File: src/rtl/rq_pkg.sv
package rq_pkg;

    // Controller states for the resampled level register
    typedef enum logic [0:0] {
        ST_HOLD = 1'b0,
        ST_LOAD = 1'b1
    } thr_state_e;

    // Symbol codes
    localparam logic [1:0] SYM_FLOOR = 2'b00;
    localparam logic [1:0] SYM_NEG   = 2'b01;
    localparam logic [1:0] SYM_POS   = 2'b10;
    localparam logic [1:0] SYM_CEIL  = 2'b11;

endpackage

File: src/rtl/rq_cfg_reg.sv
module rq_cfg_reg #(
    parameter int NUM_CH  = 2,
    parameter int SW      = 8,
    parameter int LVL_W   = 7,
    parameter int LVL_MIN = 2,
    parameter int LVL_MAX = 126,
    parameter int DEF_LVL = 32,
    localparam int CFG_W  = NUM_CH * 2 * SW,
    localparam int CH_W   = (NUM_CH > 1) ? $clog2(NUM_CH) : 1
) (
    input  logic             clk,
    input  logic             rst_n,
    input  logic             cfg_wr,
    input  logic [CFG_W-1:0] cfg_data,
    input  logic             lvl_wr,
    input  logic [CH_W-1:0]  lvl_ch,
    input  logic [LVL_W-1:0] lvl_val,
    output logic [CFG_W-1:0] cfg_q,
    output logic             upd_o
);

    localparam logic [SW-1:0]    DEF_HI  = SW'(DEF_LVL);
    localparam logic [SW-1:0]    DEF_LO  = SW'(-DEF_LVL);
    localparam logic [CFG_W-1:0] RST_VAL = {NUM_CH{DEF_HI, DEF_LO}};
    localparam logic [LVL_W-1:0] LMIN    = LVL_W'(LVL_MIN);
    localparam logic [LVL_W-1:0] LMAX    = LVL_W'(LVL_MAX);
    localparam logic [CH_W:0]    CH_LIM  = (CH_W+1)'(NUM_CH);

    logic             lvl_ok;
    logic [SW-1:0]    lvl_hi;
    logic [SW-1:0]    lvl_lo;
    logic [CFG_W-1:0] cfg_d;

    always_comb begin
        lvl_ok = lvl_wr && (lvl_val >= LMIN) && (lvl_val <= LMAX)
                 && ({1'b0, lvl_ch} < CH_LIM);
        lvl_hi = SW'(lvl_val);
        lvl_lo = SW'(0) - lvl_hi;
    end

    always_comb begin
        cfg_d = cfg_q;
        if (cfg_wr) begin
            cfg_d = cfg_data;
        end else if (lvl_ok) begin
            for (int c = 0; c < NUM_CH; c++) begin
                if (lvl_ch == CH_W'(c)) begin
                    cfg_d[c*2*SW +: SW]      = lvl_lo;
                    cfg_d[c*2*SW + SW +: SW] = lvl_hi;
                end
            end
        end
    end

    always_ff @(posedge clk) begin
        if (!rst_n) begin
            cfg_q <= RST_VAL;
        end else begin
            cfg_q <= cfg_d;
        end
    end

    assign upd_o = cfg_wr | lvl_ok;


    cfg_win_chk: assert property (@(posedge clk) disable iff (!rst_n)
        cfg_wr |=> (cfg_q == $past(cfg_data)));


    lvl_ignore_chk: assert property (@(posedge clk) disable iff (!rst_n)
        (lvl_wr && !cfg_wr && ((lvl_val < LMIN) || (lvl_val > LMAX)))
        |=> $stable(cfg_q));

    for (genvar c = 0; c < NUM_CH; c++) begin : g_lvl_chk

        lvl_set_chk: assert property (@(posedge clk) disable iff (!rst_n)
            (lvl_wr && !cfg_wr && (lvl_val >= LMIN) && (lvl_val <= LMAX)
             && (lvl_ch == CH_W'(c)))
            |=> (((cfg_q[c*2*SW + SW +: SW] + cfg_q[c*2*SW +: SW]) == '0)
                 && (cfg_q[c*2*SW + SW +: LVL_W] == $past(lvl_val))));
    end

endmodule

File: src/rtl/rq_thr_sync.sv
module rq_thr_sync
    import rq_pkg::*;
#(
    parameter int             CFG_W   = 32,
    parameter logic [CFG_W-1:0] RST_VAL = '0
) (
    input  logic             clk,
    input  logic             rst_n,
    input  logic             upd_i,
    input  logic [CFG_W-1:0] cfg_i,
    output logic [CFG_W-1:0] act_q
);

    thr_state_e state_q;
    thr_state_e state_d;

    // State register
    always_ff @(posedge clk) begin
        if (!rst_n) begin
            state_q <= ST_HOLD;
        end else begin
            state_q <= state_d;
        end
    end

    // Transitions
    always_comb begin
        state_d = state_q;
        unique case (state_q)
            ST_HOLD: state_d = upd_i ? ST_LOAD : ST_HOLD;
            ST_LOAD: state_d = upd_i ? ST_LOAD : ST_HOLD;
            default: state_d = ST_HOLD;
        endcase
    end

    // Output: resampled copy of the level word
    always_ff @(posedge clk) begin
        if (!rst_n) begin
            act_q <= RST_VAL;
        end else if (state_q == ST_LOAD) begin
            act_q <= cfg_i;
        end
    end


    act_load_chk: assert property (@(posedge clk) disable iff (!rst_n)
        (state_q == ST_LOAD) |=> (act_q == $past(cfg_i)));


    act_hold_chk: assert property (@(posedge clk) disable iff (!rst_n)
        (state_q == ST_HOLD) |=> $stable(act_q));

endmodule

File: src/rtl/rq_lane.sv
module rq_lane
    import rq_pkg::*;
#(
    parameter int SW = 8
) (
    input  logic          clk,
    input  logic          rst_n,
    input  logic [SW-1:0] smp_i,
    input  logic [SW-1:0] lo_i,
    input  logic [SW-1:0] hi_i,
    output logic [1:0]    sym_o
);

    logic       at_ceil;
    logic       at_floor;
    logic [1:0] sym_d;

    always_comb begin
        at_ceil  = $signed(smp_i) >= $signed(hi_i);
        at_floor = $signed(smp_i) <= $signed(lo_i);
        if (at_ceil) begin
            sym_d = SYM_CEIL;
        end else if (at_floor) begin
            sym_d = SYM_FLOOR;
        end else if (smp_i[SW-1]) begin
            sym_d = SYM_NEG;
        end else begin
            sym_d = SYM_POS;
        end
    end

    always_ff @(posedge clk) begin
        if (!rst_n) begin
            sym_o <= '0;
        end else begin
            sym_o <= sym_d;
        end
    end

endmodule

File: src/rtl/rq_requant_top.sv
module rq_requant_top #(
    parameter int NUM_CH  = 2,
    parameter int LANES   = 4,
    parameter int SW      = 8,
    parameter int LVL_W   = 7,
    parameter int LVL_MIN = 2,
    parameter int LVL_MAX = 126,
    parameter int DEF_LVL = 32,
    localparam int IN_W   = NUM_CH * LANES * SW,
    localparam int OUT_W  = NUM_CH * LANES * 2,
    localparam int CFG_W  = NUM_CH * 2 * SW,
    localparam int CH_W   = (NUM_CH > 1) ? $clog2(NUM_CH) : 1
) (
    input  logic             clk,
    input  logic             rst_n,
    input  logic             in_valid,
    input  logic [IN_W-1:0]  in_samples,
    input  logic             cfg_wr,
    input  logic [CFG_W-1:0] cfg_data,
    input  logic             lvl_wr,
    input  logic [CH_W-1:0]  lvl_ch,
    input  logic [LVL_W-1:0] lvl_val,
    output logic             out_valid,
    output logic [OUT_W-1:0] out_symbols
);

    localparam logic [SW-1:0]    DEF_HI  = SW'(DEF_LVL);
    localparam logic [SW-1:0]    DEF_LO  = SW'(-DEF_LVL);
    localparam logic [CFG_W-1:0] RST_VAL = {NUM_CH{DEF_HI, DEF_LO}};

    logic [CFG_W-1:0] cfg_q;
    logic [CFG_W-1:0] act_q;
    logic             upd;
    logic [IN_W-1:0]  smp_s1;
    logic             vld_s1;

    rq_cfg_reg #(
        .NUM_CH  (NUM_CH),
        .SW      (SW),
        .LVL_W   (LVL_W),
        .LVL_MIN (LVL_MIN),
        .LVL_MAX (LVL_MAX),
        .DEF_LVL (DEF_LVL)
    ) u_cfg (
        .clk      (clk),
        .rst_n    (rst_n),
        .cfg_wr   (cfg_wr),
        .cfg_data (cfg_data),
        .lvl_wr   (lvl_wr),
        .lvl_ch   (lvl_ch),
        .lvl_val  (lvl_val),
        .cfg_q    (cfg_q),
        .upd_o    (upd)
    );

    rq_thr_sync #(
        .CFG_W   (CFG_W),
        .RST_VAL (RST_VAL)
    ) u_sync (
        .clk   (clk),
        .rst_n (rst_n),
        .upd_i (upd),
        .cfg_i (cfg_q),
        .act_q (act_q)
    );

    // Input stage
    always_ff @(posedge clk) begin
        if (!rst_n) begin
            smp_s1 <= '0;
            vld_s1 <= 1'b0;
        end else begin
            smp_s1 <= in_samples;
            vld_s1 <= in_valid;
        end
    end

    always_ff @(posedge clk) begin
        if (!rst_n) begin
            out_valid <= 1'b0;
        end else begin
            out_valid <= vld_s1;
        end
    end

    for (genvar c = 0; c < NUM_CH; c++) begin : g_ch
        for (genvar l = 0; l < LANES; l++) begin : g_lane
            rq_lane #(.SW(SW)) u_lane (
                .clk   (clk),
                .rst_n (rst_n),
                .smp_i (smp_s1[(c*LANES + l)*SW +: SW]),
                .lo_i  (act_q[c*2*SW +: SW]),
                .hi_i  (act_q[c*2*SW + SW +: SW]),
                .sym_o (out_symbols[(c*LANES + l)*2 +: 2])
            );
        end
    end


    vld_pipe_chk: assert property (@(posedge clk) disable iff (!rst_n)
        vld_s1 |=> out_valid);


    vld_idle_chk: assert property (@(posedge clk) disable iff (!rst_n)
        !vld_s1 |=> !out_valid);

endmodule

File: config.mk
export PLATFORM = sky130hd
export DESIGN_NAME = rq_requant_top
export DESIGN_NICKNAME = d
export VERILOG_FILES = /design/src/rtl/rq_pkg.sv /design/src/rtl/rq_cfg_reg.sv /design/src/rtl/rq_thr_sync.sv /design/src/rtl/rq_lane.sv /design/src/rtl/rq_requant_top.sv
export SDC_FILE = /design/constraint.sdc
export NUM_CORES = 1
export LEC_CHECK = 0
export ABC_AREA = 1
export BUFFER_PORTS_ARGS = -buffer_cell sky130_fd_sc_hd__buf_2
export CAP_MARGIN = 30
export CORE_ASPECT_RATIO = 0.8
export CORE_MARGIN = 5
export CORE_UTILIZATION = 35
export DETAILED_ROUTE_END_ITERATION = 8
export PLACE_DENSITY = 0.57
export SYNTH_ARGS = -nofsm -noshare
export SYNTH_HDL_FRONTEND = slang
export SYNTH_SLANG_ARGS = --single-unit
File: constraint.sdc
create_clock -name clk -period 2.7 [get_ports clk]
set_input_delay 0.54 -clock clk [delete_from_list [all_inputs] [get_ports clk]]
set_output_delay 0.54 -clock clk [all_outputs]
set_load 0.02 [all_outputs]
---- Yosys cells after proc, flatten, opt, wreduce, memory -nomap -nowiden ----
Index checks and enable logic that the tools add are counted.
cells by class
  add/subtract/negate cells ............... 1
  $lt $le $gt $ge ......................... 18
  equality and inequality tests ........... 1
  multiplexer cells ....................... 29
  bitwise logic cells ..................... 1
  reduce and logical (&&, ||, !) cells .... 6
operators by type and width
  operator                                                                             number
  8-bit greater-or-equal comparator                                                    8
  8-bit <= comparator                                                                  8
  32-bit two-way mux                                                                   2
  2-bit two-way mux                                                                    24
  16-bit two-way mux                                                                   2
  1-bit by 7-bit subtractor with 8-bit output, first input constant                    1
  7-bit by 2-bit greater-or-equal comparator with 1-bit output, second input constant  1
  7-bit <= comparator, second input constant                                           1
  2-bit AND reduction                                                                  2
  2-bit nonzero test                                                                   2
  1-bit logical AND                                                                    2
  2-bit inequality test, second input constant                                         1
  1-bit two-way mux                                                                    1
  1-bit OR                                                                             1
word-level totals
  register bits ........................... 147
  input port bits ......................... 109
  output and inout port bits .............. 17
  logic and storage cells ................. 71

---- Depth between registers and ports, before layout ----
  depth in word-level cells ............... 5
  depth in mapped cells ................... 13
  gate-level depth less buffers ........... 13

---- Hierarchy ----
Synthesis repeated with hierarchy kept, for this count alone.
second synthesis, totals
  cell total of the unflattened synthesis .. 1325
  area, all modules ....................... 9208.8 µm²
by module, submodules not included
  module                                   times used  cells each  area each (µm²)  sequential area each (µm²)
  rq_lane at g_ch[0].g_lane[0].u_lane ...  7           84          525.5            40.0
  rq_requant_top                           1           205         1864.3           1321.3
  rq_cfg_reg                               1           258         1849.3           640.6
  rq_thr_sync                              1           190         1293.7           660.6
  rq_lane at g_ch[0].g_lane[2].u_lane      1           84          523.0            40.0

---- Least setup slack after synthesis ----
No wires, ideal clock.
  path kind ............................... input to register
  start point ............................. input port lvl_val[2]
  end point ............................... register u_cfg.cfg_q[24]
  setup time .............................. 132 ps
  arrival time ............................ 1423 ps
  required time ........................... 2568 ps
  path slack .............................. 1145 ps
  stages on the path ...................... 9
  path buffers ............................ 1
  cells stage by stage .................... inv_1 -> nand2_1 -> nor3_4 -> nand2_4 -> nand3_4 -> nand2_4 -> buf_6 -> nand2_1 -> a21oi_1
between the ends
  cells in the longest elaborated chain, start to end .. 5
  elaborated cells between the ends (all ways) .. 6
  those cells by class .................... order compare: 2; reduce/logical: 4
ends and longest elaborated chain
  element                                                       RTL line              text
  start, declared                                               rq_requant_top.sv:22  input logic [LVL_W-1:0] lvl_val,
  7-bit by 2-bit greater-or-equal comparator with 1-bit output  rq_cfg_reg.sv:35      lvl_ok = lvl_wr && (lvl_val >= LMIN) && (lvl_val <= LMAX)
  1-bit logical AND                                             rq_cfg_reg.sv:35
  1-bit logical AND *                                           rq_cfg_reg.sv:35
  2-bit nonzero test (no source line) *                         n/a
  2-bit AND reduction (no source line) *                        n/a
  end signal, assigned                                          rq_cfg_reg.sv:59      cfg_q <= cfg_d;
  end, declared                                                 rq_cfg_reg.sv:18      output logic [CFG_W-1:0] cfg_q,
Every way passes the cells marked *; elsewhere a longest branch is shown, timed or not.
A chain may end at the register's enable or synchronous reset.

---- Worst setup path after layout ----
  start point ............................. register u_sync.act_q[31]
  end point ............................... register g_ch[1].g_lane[0].u_lane.sym_o[1]
between the ends
  cells in the longest elaborated chain, start to end .. 2
ends and longest elaborated chain
  element                            RTL line           text
  start, declared                    rq_thr_sync.sv:11  output logic [CFG_W-1:0] act_q
  start signal, assigned             rq_thr_sync.sv:41  act_q <= cfg_i;
  8-bit greater-or-equal comparator  rq_lane.sv:19      at_ceil = $signed(smp_i) >= $signed(hi_i);
  2-bit two-way mux                  rq_lane.sv:21      if (at_ceil) begin
  end signal, assigned               rq_lane.sv:36      sym_o <= sym_d;
  end, declared                      rq_lane.sv:11      output logic [1:0] sym_o
No other way between the ends.

==> key figures <==
Global routing
  • Total Routing Usage GR: 16.1%
  • Largest net degree at the start of global routing: 75
  • First-pass GRT wire length: 35.1 mm
  • Initial antenna violation count: 0
  • Vias in the first global route: 6970
  • Remaining Overflow, GRT: 0

Setup path
  • Top delay family on crit path: simple AND/OR/NAND/NOR gates
  • Worst path bufs/invs: 1
  • Worst setup EP type: flip-flop
  • Worst R2R Start: u_sync.act_q[31]
  • Most used cell, CP: nand2_1
  • Worst Path Required: 3.00 ns
  • CP max stage cell: ha_1
  • Crit-path max FO: 5
  • CP cell instances: inv_1 -> ha_1 -> a21o_1 -> nor2_1 -> nand2_1 -> nand2_1 -> nand2_1 -> nor2_1 -> a21oi_1
  • Critical path arrival: 1.99 ns
  • Startpoint types: flip-flop
  • R2R Setup Slk: 1.01 ns
  • Max stage delay on crit path: 0.32 ns
  • R2R Path End: g_ch[1].g_lane[0].u_lane.sym_o[1]
  • CP Class: reg -> reg
  • R2R depth: 9

Min path
  • Min-delay worst type: in -> reg
  • Hold path cells: 3
  • Hold Crit Start: in_samples[8]
  • Hold endpoint: smp_s1[8]

Clocking
  • TritonCTS Buffers: 17
  • Post-CTS setup buffer count: 0
  • CTS HTree Levels: 4
  • Clock Root Buffer: clkbuf_16
  • Clk_lat worst skew: 0.43 ns
  • Clock transition at the registers of the reported paths: 0.07 ns
  • # hold bufs at CTS: 0
  • Clock tree buffer depth: 2
  • CTS tree: yes
  • PostCTS Resize Cnt: 0
  • Clk sinks: 147

Route
  • Final ANT Viol Nets: 0
  • Drt pass-1 iters: 5
  • WL/cell: 13.7 um
  • Vias per std cell: 4.56
  • Total number of vias: 7270
  • DRT iter0 DRCs: 395
  • Post-Route WL: 21.8 mm
  • DRC Markers: 0

STA
  • Final period util: 62.7%
  • Min cycle time layout: 1.69 ns
  • RSZ-0062 raised after global routing: false
  • Worst slew pin tran: 0.687 ns
  • Relative slew slack: 54.2%
  • Final setup vio count: 0
  • Max Fclk: 0.590 GHz
  • Slew Viols, Final: 0
  • Clk_skew: 0.00959 ns
  • Final Hold Fails: 0
  • TNS Setup: 0 ns

Die
  • Die Wd: 183 um
  • Starting Density: 35.7%
  • Row cnt: 50
  • Chip height: 148 um
  • # IOs: 126
  • Die area: 27200 sq um
  • Core Area: 23500 sq um

Synth
  • Largest family of logic cells by synthesized area: simple AND/OR/NAND/NOR gates
  • Top cell type's share of synthesized area: 35.1%
  • Synth cell count leaders: nand2_1, inv_1, dfxtp_1
  • Synthesized instance count: 1149
  • Asr flop ratio synth: 0%
  • Synthesis-stage register bit count: 147
  • Mapped Nets: 1388
  • Most common cell in the netlist: nand2_1
  • Top cells by area, synth: dfxtp_1, ha_1, nand2_1
  • EDFF count, synth: 0
  • Mux contribution to synthesized area: 0%
  • Mapped cell area: 8390 sq um
  • Post-Synth XOR/XNOR Area: 0%
  • Ys flop type: dfxtp_1
  • Seq/Total Area, Yosys: 35.1%
  • Synth cell types: 30
  • Synthesis Warnings: 0
  • Post-Synth Simple-Gate Area: 24.8%
  • Compound-Gate Fraction of Synth Area: 10.2%
  • Synthesized area per cell: 7.30 sq um
  • Post-synth top area cell: dfxtp_1
  • Post-synthesis adder-cell area fraction: 19.4%

Placement
  • Input/output buffers: 125
  • HPWL after DPL: 16.8 mm
  • RePlAce Congestion: 0.873
  • Placed cell areas: 9310 sq um

Finish
  • Proportion of layout cells with a drive suffix above 1: 14.3%
  • Final Util: 42.0%
  • Nets: 1507
  • Finished Cell Area: 9880 sq um
  • # diodes: 0
  • Area growth syn-to-layout: 17.8%
  • Number of fill cells: 2494

Run
  • Maxcap violations: 0

Pwr
  • Leak pwr: 5.51 nW
  • Peak supply drop: 435 uV
  • Reg power frac: 41.2%
  • Tot Pwr: 5.85 mW
  • Sw Share: 30.9%
  • NetSw: 1.81 mW
  • Comb pwr share: 19.2%
  • Int Power: 4.05 mW
  • Clk network pwr share: 39.6%
  • Power per Cell Area: 592 nW/um^2

Outcome
  • Status: finished, final reports clean
[worst register-to-register path, cell delays in order (launching register included)]
cell     delay [ns]
dfxtp_1        0.30
inv_1          0.22
ha_1           0.32
a21o_1         0.17
nor2_1         0.15
nand2_1        0.07
nand2_1        0.05
nand2_1        0.05
nor2_1         0.15
a21oi_1        0.10
[logic make-up after synthesis]
family,after synthesis
simple gates,485
buf+inv,222
compound gates,165
flops,147
fa+ha+maj,130
[layout by cell type (no fill, tap or decap)]
cell type	count
buf_12	1
nor2_1	69
nand3_4	2
dfxtp_1	147
ha_1	130
clkinv_4	3
inv_1	186
bufinv_16	1
inv_6	4
nor3_1	1
buf_2	125
nand3_2	3
a21oi_1	116
clkbuf_16	17
nand4_2	1
nor3_4	1
nand2_1	314
nand2_4	3
nand3_1	53
buf_4	8
or2_2	2
inv_2	2
a21o_1	8
clkinvlp_4	3
nor2_4	1
clkinv_2	2
nand2_2	1
o21ai_0	36
nand4_1	34
inv_8	2
o21bai_1	3
o21a_2	1
o21a_1	1
[flip-flops by register name (all words and copies together) (netlist names)]
signal                    flops
u_sync.act_q                 32
vld_s1                        1
u_sync.state_q                1
g_ch.g_lane.u_lane.sym_o     16
out_valid                     1
smp_s1                       64
u_cfg.cfg_q                  32
[worst max path at each step]
stage	start	endpoint	slack, ns	depth (start not counted)
2_1_floorplan	lvl_val[2]	u_cfg.cfg_q[24]	1.14	9
3_3_place_gp	rst_n	u_sync.act_q[25]	0.81	4
3_5_place_dp	rst_n	u_sync.act_q[12]	0.75	4
4_1_cts	u_sync.act_q[7]	g_ch[0].g_lane[1].u_lane.sym_o[0]	1.0	8
5_1_grt	u_sync.act_q[7]	g_ch[0].g_lane[3].u_lane.sym_o[0]	0.80	8
6_report	u_sync.act_q[31]	g_ch[1].g_lane[0].u_lane.sym_o[1]	1.01	9
[stage by stage]
stage / worst slack (ns) / instances / hold slack (ns)
after floorplan: 1.14 / 1149 / 0.390
after global placement: 0.809 / 1561 / 0.401
after detailed placement: 0.748 / 1561 / 0.408
after CTS: 0.997 / 1593 / 0.273
after global routing: 0.796 / 1593 / 0.275
final: 1.01 / 1593 / 0.292
[final cells by class]
cell class	count	area [sq um]	area share, %
clock inverters	15	146	1.48
clock buffers	17	425	4.31
repair buffers	134	706	7.14
inverters	188	706	7.14
well taps	312	390	3.95
flip-flops and latches	147	2940	29.8
multi-input cells	780	4560	46.2
[power groups by stage]
stage / logic [mW] / clock network (mW) / registers (mW)
5_1_grt: 1.31 / 2.47 / 2.43
3_5_place_dp: 1.12 / 0 / 2.46
2_1_floorplan: 0.748 / 0 / 2.47
6_report: 1.12 / 2.32 / 2.41
4_1_cts: 1.13 / 2.38 / 2.41
3_3_place_gp: 1.09 / 0 / 2.46
[layer usage]
| layer | vias to the layer above | GRT usage (%) | share of wire [%] |
|---|---|---|---|
| met1 | 3183 | 23.8 | 52 |
| li1 | 3924 | - | - |
| met3 | 19 | 3.40 | 4.7 |
| met2 | 144 | 24.1 | 42 |
| met4 | 0 | 3.91 | 1.2 |
| met5 | - | 0 | 0 |
(Power assumes the default switching activity.)
